`src/rtl/scsi_dma_pkg.sv`:
```
package scsi_dma_pkg;
  typedef enum logic [2:0] {
    ST_IDLE,
    ST_HOST,    // waiting for host dack
    ST_T_OWN,   // target: REQ high, wait peer ACK high
    ST_T_REL,   // target: REQ low, wait peer ACK low
    ST_I_WAIT,  // initiator: wait peer REQ high
    ST_I_OWN    // initiator: ACK high, wait peer REQ low
  } hs_state_e;
endpackage

```
`src/rtl/scsi_dma_start_dec.sv`:
```
module scsi_dma_start_dec #(
  parameter int unsigned ADDR_W    = 3,
  parameter int unsigned SEND_ADDR = 5,
  parameter int unsigned TRX_ADDR  = 6,
  parameter int unsigned IRX_ADDR  = 7
) (
  input  logic              we_i,
  input  logic [ADDR_W-1:0] addr_i,
  input  logic              dma_en_i,
  input  logic              tgt_role_i,
  input  logic              idle_i,
  output logic              start_o,
  output logic              start_send_o
);
  logic hit_send, hit_trx, hit_irx;

  assign hit_send = addr_i == ADDR_W'(SEND_ADDR);
  assign hit_trx  = (addr_i == ADDR_W'(TRX_ADDR)) && tgt_role_i;
  assign hit_irx  = (addr_i == ADDR_W'(IRX_ADDR)) && !tgt_role_i;

  assign start_o      = we_i && dma_en_i && idle_i && (hit_send || hit_trx || hit_irx);
  assign start_send_o = hit_send;
endmodule

```
`src/rtl/scsi_dma_hs.sv`:
```
module scsi_dma_hs
  import scsi_dma_pkg::*;
#(
  parameter int unsigned DATA_W = 8
) (
  input  logic              clk_i,
  input  logic              rst_ni,
  input  logic              dma_en_i,
  input  logic              blk_mode_i,
  input  logic              tgt_role_i,
  input  logic              start_i,
  input  logic              start_send_i,
  input  logic              dack_i,
  input  logic              eop_i,
  input  logic [DATA_W-1:0] host_wdata_i,
  input  logic              req_i,
  input  logic              ack_i,
  input  logic [DATA_W-1:0] bus_data_i,
  output logic              req_o,
  output logic              ack_o,
  output logic              drq_o,
  output logic [DATA_W-1:0] bus_data_o,
  output logic              bus_data_oe_o,
  output logic [DATA_W-1:0] in_data_o,
  output logic              idle_o,
  output logic              done_o,
  output logic              done_send_o
);
  hs_state_e        st_q, st_d;
  logic             role_tgt_q, blk_q, send_q, last_q;
  logic [DATA_W-1:0] out_q, in_q;
  logic             peer, own, take_host, bus_done, latch_rx;
  hs_state_e        bus_first_idle, bus_first_run;

  assign peer           = role_tgt_q ? ack_i : req_i;
  assign bus_first_idle = tgt_role_i ? ST_T_OWN : ST_I_WAIT;
  assign bus_first_run  = role_tgt_q ? ST_T_OWN : ST_I_WAIT;
  assign take_host      = (st_q == ST_HOST) && dack_i && dma_en_i;

  always_comb begin
    st_d     = st_q;
    done_o   = 1'b0;
    bus_done = 1'b0;
    unique case (st_q)
      ST_IDLE:   if (start_i) st_d = start_send_i ? ST_HOST : bus_first_idle;
      ST_HOST: begin
        if (dack_i) begin
          if (send_q) st_d = bus_first_run;
          else if (eop_i) begin
            st_d   = ST_IDLE;
            done_o = 1'b1;
          end else st_d = bus_first_run;
        end
      end
      ST_T_OWN:  if (peer) st_d = ST_T_REL;
      ST_T_REL:  if (!peer) bus_done = 1'b1;
      ST_I_WAIT: if (peer) st_d = ST_I_OWN;
      ST_I_OWN:  if (!peer) bus_done = 1'b1;
      default:   st_d = ST_IDLE;
    endcase
    if (bus_done) begin
      if (send_q && last_q) begin
        st_d   = ST_IDLE;
        done_o = 1'b1;
      end else st_d = ST_HOST;
    end
    if (st_q != ST_IDLE && !dma_en_i) begin
      st_d   = ST_IDLE;
      done_o = 1'b0;
    end
  end

  assign latch_rx    = bus_done && !send_q && dma_en_i;
  assign done_send_o = done_o && send_q;

  always_ff @(posedge clk_i or negedge rst_ni) begin
    if (!rst_ni) begin
      st_q       <= ST_IDLE;
      role_tgt_q <= 1'b0;
      blk_q      <= 1'b0;
      send_q     <= 1'b0;
      last_q     <= 1'b0;
      out_q      <= '0;
      in_q       <= '0;
    end else begin
      st_q <= st_d;
      if (st_q == ST_IDLE && start_i) begin
        role_tgt_q <= tgt_role_i;
        blk_q      <= blk_mode_i;
        send_q     <= start_send_i;
        last_q     <= 1'b0;
      end
      if (take_host) begin
        last_q <= eop_i;
        if (send_q) out_q <= host_wdata_i;
      end
      if (latch_rx) in_q <= bus_data_i;
    end
  end

  assign own           = (st_q == ST_T_OWN) || (st_q == ST_I_OWN);
  assign req_o         = own && role_tgt_q;
  assign ack_o         = own && !role_tgt_q;
  assign drq_o         = blk_q ? (st_q != ST_IDLE) : (st_q == ST_HOST);
  assign bus_data_oe_o = send_q && (st_q != ST_IDLE) && (st_q != ST_HOST);
  assign bus_data_o    = out_q;
  assign in_data_o     = in_q;
  assign idle_o        = st_q == ST_IDLE;

  p_one_strobe_r3: assert property (@(posedge clk_i) disable iff (!rst_ni)
    !(req_o && ack_o));
  p_drq_quiet_r6: assert property (@(posedge clk_i) disable iff (!rst_ni)
    (!blk_q && (req_o || ack_o)) |-> !drq_o);
  p_data_hold_r4: assert property (@(posedge clk_i) disable iff (!rst_ni)
    (bus_data_oe_o && $past(bus_data_oe_o)) |-> $stable(bus_data_o));
  p_abort_r11: assert property (@(posedge clk_i) disable iff (!rst_ni)
    (!idle_o && !dma_en_i) |=> (!drq_o && !req_o && !ack_o && !bus_data_oe_o));
endmodule

```
`src/rtl/scsi_dma_flags.sv`:
```
module scsi_dma_flags (
  input  logic clk_i,
  input  logic rst_ni,
  input  logic start_i,
  input  logic done_i,
  input  logic done_send_i,
  input  logic irq_en_i,
  output logic end_dma_o,
  output logic irq_o,
  output logic last_byte_sent_o
);
  always_ff @(posedge clk_i or negedge rst_ni) begin
    if (!rst_ni) begin
      end_dma_o        <= 1'b0;
      irq_o            <= 1'b0;
      last_byte_sent_o <= 1'b0;
    end else if (start_i) begin
      end_dma_o        <= 1'b0;
      irq_o            <= 1'b0;
      last_byte_sent_o <= 1'b0;
    end else if (done_i) begin
      end_dma_o        <= 1'b1;
      irq_o            <= irq_en_i;
      last_byte_sent_o <= done_send_i;
    end
  end

  p_irq_needs_end_r9: assert property (@(posedge clk_i) disable iff (!rst_ni)
    irq_o |-> end_dma_o);
  p_lbs_needs_end_r10: assert property (@(posedge clk_i) disable iff (!rst_ni)
    last_byte_sent_o |-> end_dma_o);
  p_start_clears_r12: assert property (@(posedge clk_i) disable iff (!rst_ni)
    start_i |=> (!end_dma_o && !irq_o && !last_byte_sent_o));
endmodule

```
`src/rtl/scsi_dma_engine.sv`:
```
module scsi_dma_engine #(
  parameter int unsigned DATA_W    = 8,
  parameter int unsigned ADDR_W    = 3,
  parameter int unsigned SEND_ADDR = 5,
  parameter int unsigned TRX_ADDR  = 6,
  parameter int unsigned IRX_ADDR  = 7
) (
  input  logic              clk_i,
  input  logic              rst_ni,
  input  logic              dma_en_i,
  input  logic              blk_mode_i,
  input  logic              tgt_role_i,
  input  logic              eop_irq_en_i,
  input  logic              reg_we_i,
  input  logic [ADDR_W-1:0] reg_addr_i,
  input  logic              dack_i,
  input  logic              eop_i,
  input  logic [DATA_W-1:0] host_wdata_i,
  input  logic              req_i,
  input  logic              ack_i,
  input  logic [DATA_W-1:0] bus_data_i,
  output logic              req_o,
  output logic              ack_o,
  output logic [DATA_W-1:0] bus_data_o,
  output logic              bus_data_oe_o,
  output logic              drq_o,
  output logic [DATA_W-1:0] in_data_o,
  output logic              end_dma_o,
  output logic              irq_o,
  output logic              last_byte_sent_o
);
  logic idle, start, start_send, done, done_send;

  scsi_dma_start_dec #(
    .ADDR_W(ADDR_W), .SEND_ADDR(SEND_ADDR), .TRX_ADDR(TRX_ADDR), .IRX_ADDR(IRX_ADDR)
  ) u_dec (
    .we_i(reg_we_i), .addr_i(reg_addr_i), .dma_en_i(dma_en_i), .tgt_role_i(tgt_role_i),
    .idle_i(idle), .start_o(start), .start_send_o(start_send)
  );

  scsi_dma_hs #(.DATA_W(DATA_W)) u_hs (
    .clk_i(clk_i), .rst_ni(rst_ni), .dma_en_i(dma_en_i), .blk_mode_i(blk_mode_i),
    .tgt_role_i(tgt_role_i), .start_i(start), .start_send_i(start_send),
    .dack_i(dack_i), .eop_i(eop_i), .host_wdata_i(host_wdata_i),
    .req_i(req_i), .ack_i(ack_i), .bus_data_i(bus_data_i),
    .req_o(req_o), .ack_o(ack_o), .drq_o(drq_o), .bus_data_o(bus_data_o),
    .bus_data_oe_o(bus_data_oe_o), .in_data_o(in_data_o), .idle_o(idle),
    .done_o(done), .done_send_o(done_send)
  );

  scsi_dma_flags u_flags (
    .clk_i(clk_i), .rst_ni(rst_ni), .start_i(start), .done_i(done),
    .done_send_i(done_send), .irq_en_i(eop_irq_en_i), .end_dma_o(end_dma_o),
    .irq_o(irq_o), .last_byte_sent_o(last_byte_sent_o)
  );

  p_end_idle_r8: assert property (@(posedge clk_i) disable iff (!rst_ni)
    end_dma_o |-> (!drq_o && !req_o && !ack_o));
endmodule

```
`config.mk`:
```
export PLATFORM = sky130hd
export DESIGN_NAME = scsi_dma_engine
export DESIGN_NICKNAME = d
export VERILOG_FILES = /design/src/rtl/scsi_dma_pkg.sv /design/src/rtl/scsi_dma_start_dec.sv /design/src/rtl/scsi_dma_hs.sv /design/src/rtl/scsi_dma_flags.sv /design/src/rtl/scsi_dma_engine.sv
export SDC_FILE = /design/constraint.sdc
export NUM_CORES = 1
export LEC_CHECK = 0
export CORE_ASPECT_RATIO = 1.2
export CORE_MARGIN = 5
export CORE_UTILIZATION = 43
export DETAILED_ROUTE_END_ITERATION = 10
export HOLD_SLACK_MARGIN = 0.05
export PLACE_DENSITY = 0.79
export SLEW_MARGIN = 20
export SYNTH_ARGS = -nofsm -noshare
export SYNTH_HDL_FRONTEND = slang
export SYNTH_SLANG_ARGS = --single-unit
export TNS_END_PERCENT = 5
```
`constraint.sdc`:
```
create_clock -name clk_i -period 2.55 [get_ports clk_i]
set_clock_uncertainty 0.2 [all_clocks]
set_input_delay 0.765 -clock clk_i [delete_from_list [all_inputs] [get_ports clk_i]]
set_output_delay 0.765 -clock clk_i [all_outputs]
set_load 0.01 [all_outputs]
```
Word level (Yosys, flattened, before mapping)
Cells that the tools add are included.
Storage, ports and cells
  bits in registers: 26
  input bits: 30
  word-level logic and storage cells: 87
Operators by class
  equality and inequality tests: 14
  mux-type cells: 32
  reductions and logical operators: 31
Operators with widths (number)
  $mux W3: 11
  $mux W1: 20
  $logic_and A1 B1 Y1: 17
  $eq A3 B3 Y1 const B: 5
  $pmux W3 S5: 1
  $ne A4 B1 Y1 const B: 3
  $eq A3 B2 Y1 const B: 2
  $ne A3 B1 Y1 const B: 2
  $reduce_and A5 Y1: 1
  $logic_not A1 Y1: 4
  $ne A4 B3 Y1 const B: 1
  $reduce_bool A2 Y1: 2
  $eq A3 B1 Y1 const B: 1
  $logic_not A3 Y1: 1
  $logic_or A1 B1 Y1: 3
  $reduce_bool A3 Y1: 1
  $reduce_and A2 Y1: 1
  $reduce_or A2 Y1: 1

Logic depth before layout (Yosys ltp)
  word-level depth: 10
  mapped depth: 6

Cells and area by module
A second synthesis with hierarchy kept.
Unflattened totals
  cell total of the unflattened synthesis: 119
  area total of the unflattened synthesis: 1380.1 um2
By module, submodules not included
  scsi_dma_hs: instances 1, cells an instance 104, area each 1229.9 um2, sequential area each 575.6 um2
  scsi_dma_flags: instances 1, cells an instance 9, area each 110.1 um2, sequential area each 75.1 um2
  scsi_dma_start_dec: instances 1, cells an instance 6, area each 40.0 um2, sequential area each 0.0 um2

Worst setup path after synthesis
No wires, ideal clock.
  kind: input port to flip-flop
  start point: input port ack_i
  end point: register u_hs.in_q[0] (netlist: u_hs.in_data_o[0])
  library setup time: 0.125 ns
  arrival time: 1.732 ns
  data required time: 2.225 ns
  setup slack: 0.493 ns
  stages: 4
  buffers on the path: 0
  path through: mux2i_2 -> o21ai_2 -> nor3_4 -> mux2_2
Between the ends
  word-level cells in the longest chain between the ends: 5
Ends and longest elaborated chain
  start, declared: line scsi_dma_engine.sv:20  | input logic ack_i,
  $mux W1: line scsi_dma_hs.sv:35  | assign peer = role_tgt_q ? ack_i : req_i;
  $mux W1: line scsi_dma_hs.sv:56, scsi_dma_hs.sv:58
  $mux W1
  $logic_and A1 B1 Y1 (2 in series): line scsi_dma_hs.sv:73  | assign latch_rx = bus_done && !send_q && dma_en_i;
  end signal, assigned: line scsi_dma_hs.sv:97  | if (latch_rx) in_q <= bus_data_i;
  end, declared: line scsi_dma_hs.sv:31  | logic [DATA_W-1:0] out_q, in_q;
No other way between the ends.
A chain may end at the register's enable or synchronous reset.

Final worst setup path
  start point: register u_hs.st_q[1]
  end point: output port req_o
Between the ends
  word-level cells in the longest chain between the ends: 3
  elaborated cells between the ends (all ways): 4
  classes of those cells: 2 x eq/ne; 2 x reduce/logical
Ends and longest elaborated chain
  start, declared: line scsi_dma_hs.sv:29  | hs_state_e st_q, st_d;
  start signal, assigned: line scsi_dma_hs.sv:86  | st_q <= st_d;
  $eq A3 B2 Y1 / $eq A3 B3 Y1 (equally long branches): line scsi_dma_hs.sv:101  | assign own = (st_q == ST_T_OWN) || (st_q == ST_I_OWN);
  $logic_or A1 B1 Y1 (*): line scsi_dma_hs.sv:101
  $logic_and A1 B1 Y1 (*): line scsi_dma_hs.sv:102  | assign req_o = own && role_tgt_q;
  end, declared: line scsi_dma_engine.sv:22  | output logic req_o,
Every way passes the cells marked *; elsewhere a longest branch is shown, timed or not.

==> impl_metrics.env <==
export IMPL_status="completed"
export IMPL_worst_pin_slew_ns=0.329
export IMPL_grt_use_met3_pct=5.95
export IMPL_busiest_layer="met2"
export IMPL_numPortBuffers=52
export IMPL_syn_inst=119
export IMPL_worstSetupEndpointType="output pin"
export IMPL_layout_commonest_cell="clkdlybuf4s50_1"
export IMPL_vias_per_cell=5.22
export IMPL_setup_worst_path_class="reg -> out"
export IMPL_finalNetCount=216
export IMPL_path_clk_slew_ns=0.13
export IMPL_cts_tree="built"
export IMPL_grt_overflow_total=0
export IMPL_slowest_stage="dfrtp_2"
export IMPL_ys_ff_latch=26
export IMPL_grt_max_degree=27
export IMPL_synth_edf_count=0
export IMPL_clock_latency_ns=0.32
export IMPL_synthMuxAreaShare_pct=21.2
export IMPL_grt_pass1_vias=1295
export IMPL_synthArstFlopShare_pct=100
export IMPL_postRouteAntennaNets=0
export IMPL_dpl_cell_area_mm2=0.00202
export IMPL_cellPowerDensity_mw_per_mm2=868
export IMPL_grt_usage_pct=17.0
export IMPL_core_mm2=0.00306
export IMPL_area_growth_pct=51.0
export IMPL_period_needed_ns=2.45
export IMPL_min_delay_path_class="reg -> reg"
export IMPL_drt_total_wl_mm=3.30
export IMPL_final_cell_area_mm2=0.00207
export IMPL_cts_max_level=1
export IMPL_dieWidth_um=61.6
export IMPL_syn_area_mm2=0.00137
export IMPL_drt_wirelength_per_cell_um=14.9
export IMPL_critPathLaunchType="flip-flop"
export IMPL_p_leak_nw=0.926
export IMPL_worstPathCellList="and2b_2 -> a21oi_2 -> nor2b_1 -> dlygate4sd2_1"
export IMPL_setup_violations=0
export IMPL_synth_compound_area_share_pct=9.58
export IMPL_final_cell_count_no_fill=221
export IMPL_peakVddDrop_uv=683
export IMPL_drt_iter0_drc=41
export IMPL_startpoint="u_hs.st_q[1]"
export IMPL_cts_buffers=3
export IMPL_syn_nets=149
export IMPL_endpoint="req_o"
export IMPL_timing_rr_start="u_hs.st_q[1]"
export IMPL_synth_top_family_by_area="multiplexers"
export IMPL_cts_hold_buf=0
export IMPL_worstPathArrival_ns=1.48
export IMPL_ios=53
export IMPL_diodes=0
export IMPL_cap_violations=0
export IMPL_rows=22
export IMPL_placed_cells=216
export IMPL_antenna_found_initial=0
export IMPL_ys_seq_area_share_pct=47.4
export IMPL_worst_path_largest_cell_delay_ns=0.44
export IMPL_crit_fanout=5
export IMPL_crit_required_ns=1.59
export IMPL_yosysUniqueCellTypes=38
export IMPL_final_cell_mix="clkdlybuf4s50_1 (48), dfrtp_1 (24), mux2_2 (20)"
export IMPL_die_height_um=71.9
export IMPL_cts_buffer_depth=2
export IMPL_via_count=1153
export IMPL_relSlewSlack_pct=78.1
export IMPL_drc=0
export IMPL_start_util_pct=44.9
export IMPL_synth_avg_cell_area_um2=11.5
export IMPL_synth_adder_area_share_pct=0.730
export IMPL_r2r_cells=7
export IMPL_max_freq_mhz=408
export IMPL_met2_usage_pct=27.5
export IMPL_layout_drive_gt1_share_pct=28.6
export IMPL_dp_hpwl_mm=2.58
export IMPL_die_area_mm2=0.00442
export IMPL_gr_usage_met1_pct=21.0
export IMPL_ys_warn_count=0
export IMPL_drtPass1Iterations=4
export IMPL_ff2ff_setup_slack_ns=0.51
export IMPL_yosys_area_share_simple_pct=17.5
export IMPL_finalCritPeriodShare_pct=96.1
export IMPL_ys_flop_type="dfrtp_1"
export IMPL_gp_congestion=0.852
export IMPL_grt_pass1_wl_mm=5.73
export IMPL_synth_xor_area_share_pct=0
export IMPL_report_final_slew_viol_count=0
export IMPL_cts_num_sinks=26
export IMPL_finalHoldViolCount=0
export IMPL_clk_root_buffer_cell="clkbuf_4"
export IMPL_rr_endpoint="u_hs.in_data_o[4]"
## stage by stage
stage / TNS (ns) / utilization (%) / hold WS [ns] / total power, mW / worst slack (ns)
2_1_floorplan: 0 / - / 0.269 / 1.15 / 0.493
3_3_place_gp: 0 / 66.0 / 0.287 / 1.58 / 0.0298
3_5_place_dp: -0.0211 / 66.0 / 0.291 / 1.60 / -0.0122
4_1_cts: 0 / 67.3 / 0.322 / 1.80 / 0.0255
5_1_grt: -0.00767 / 67.8 / 0.355 / 1.94 / -0.00407
6_report: 0 / 67.8 / 0.312 / 1.80 / 0.101
## worst min path at each step
stage                                 start                end  cells past startpoint
after floorplan                      rst_ni  u_flags.end_dma_o                      0
after global placement           u_hs.blk_q         u_hs.blk_q                      1
after detailed placement  u_flags.end_dma_o  u_flags.end_dma_o                      2
after CTS                 u_flags.end_dma_o  u_flags.end_dma_o                      2
after global routing      u_hs.in_data_o[6]  u_hs.in_data_o[6]                      1
final                     u_flags.end_dma_o  u_flags.end_dma_o                      2
## sequential cells by signal (all words and copies together), names as in the netlist
register                  count
u_hs.st_q                     3
u_flags.irq_o                 1
u_hs.last_q                   1
u_flags.end_dma_o             1
u_hs.blk_q                    1
u_hs.role_tgt_q               1
u_hs.bus_data_o               8
u_hs.send_q                   1
u_hs.in_data_o                8
u_flags.last_byte_sent_o      1
## synthesized netlist by cell type, drive strengths merged, types with 4 or more instances
cell / instances / share of area [%]
inv: 5 / 1.4
buf: 4 / 2.2
mux2: 21 / 17
nand2: 7 / 2.1
mux2i: 5 / 3.9
a21oi: 6 / 2.5
dfrtp: 26 / 47
o21ai: 6 / 2.5
nor2: 9 / 3.0
## final cells by class
| class | instances | area [µm²] |
|---|---|---|
| clock buffers | 4 | 36.3 |
| well taps | 36 | 45.0 |
| multi-input cells | 84 | 682 |
| fillers | 237 | 985 |
| inverters | 5 | 18.8 |
| flip-flops and latches | 26 | 653 |
| repair buffers | 66 | 636 |
## power by group
part	total [mW]	switching (mW)	internal [mW]	leakage, nW
combinational	0.935	0.384	0.551	0.564
sequential	0.659	0.106	0.553	0.341
clock	0.203	0.115	0.0873	0.0210
## what timing repair did
action / CTS / global route
pin swaps: 0 / 2
gates resized for setup: 7 / 4
setup buffers: 0 / 1
setup endpoints to repair: 4 / 3
## kinds of logic (layout without fill, tap and decap cells)
kind of cell | Yosys count | count (layout)
adder cells (fa/ha/maj) | 1 | 1
buffers and inverters | 9 | 75
flip-flops | 26 | 26
multiplexers | 26 | 26
AND/OR/NAND/NOR | 38 | 38
AO/OA/AOI/OAI | 19 | 19
## routing by layer
| layer | vias up | share of wire [%] | wire length (µm) |
|---|---|---|---|
| met2 | 57 | 48 | 1590 |
| met5 | - | 0 | 0 |
| li1 | 554 | - | - |
| met1 | 538 | 40 | 1330 |
| met4 | 0 | 0.76 | 25 |
| met3 | 4 | 11 | 348 |
## worst max-delay path: cells and delay by family (launching register included)
kind / cells / cell delay (ns)
flops: 1 / 0.44
simple gates: 2 / 0.31
buf+inv: 1 / 0.28
compound gates: 1 / 0.14
(Power assumes the default switching activity.)
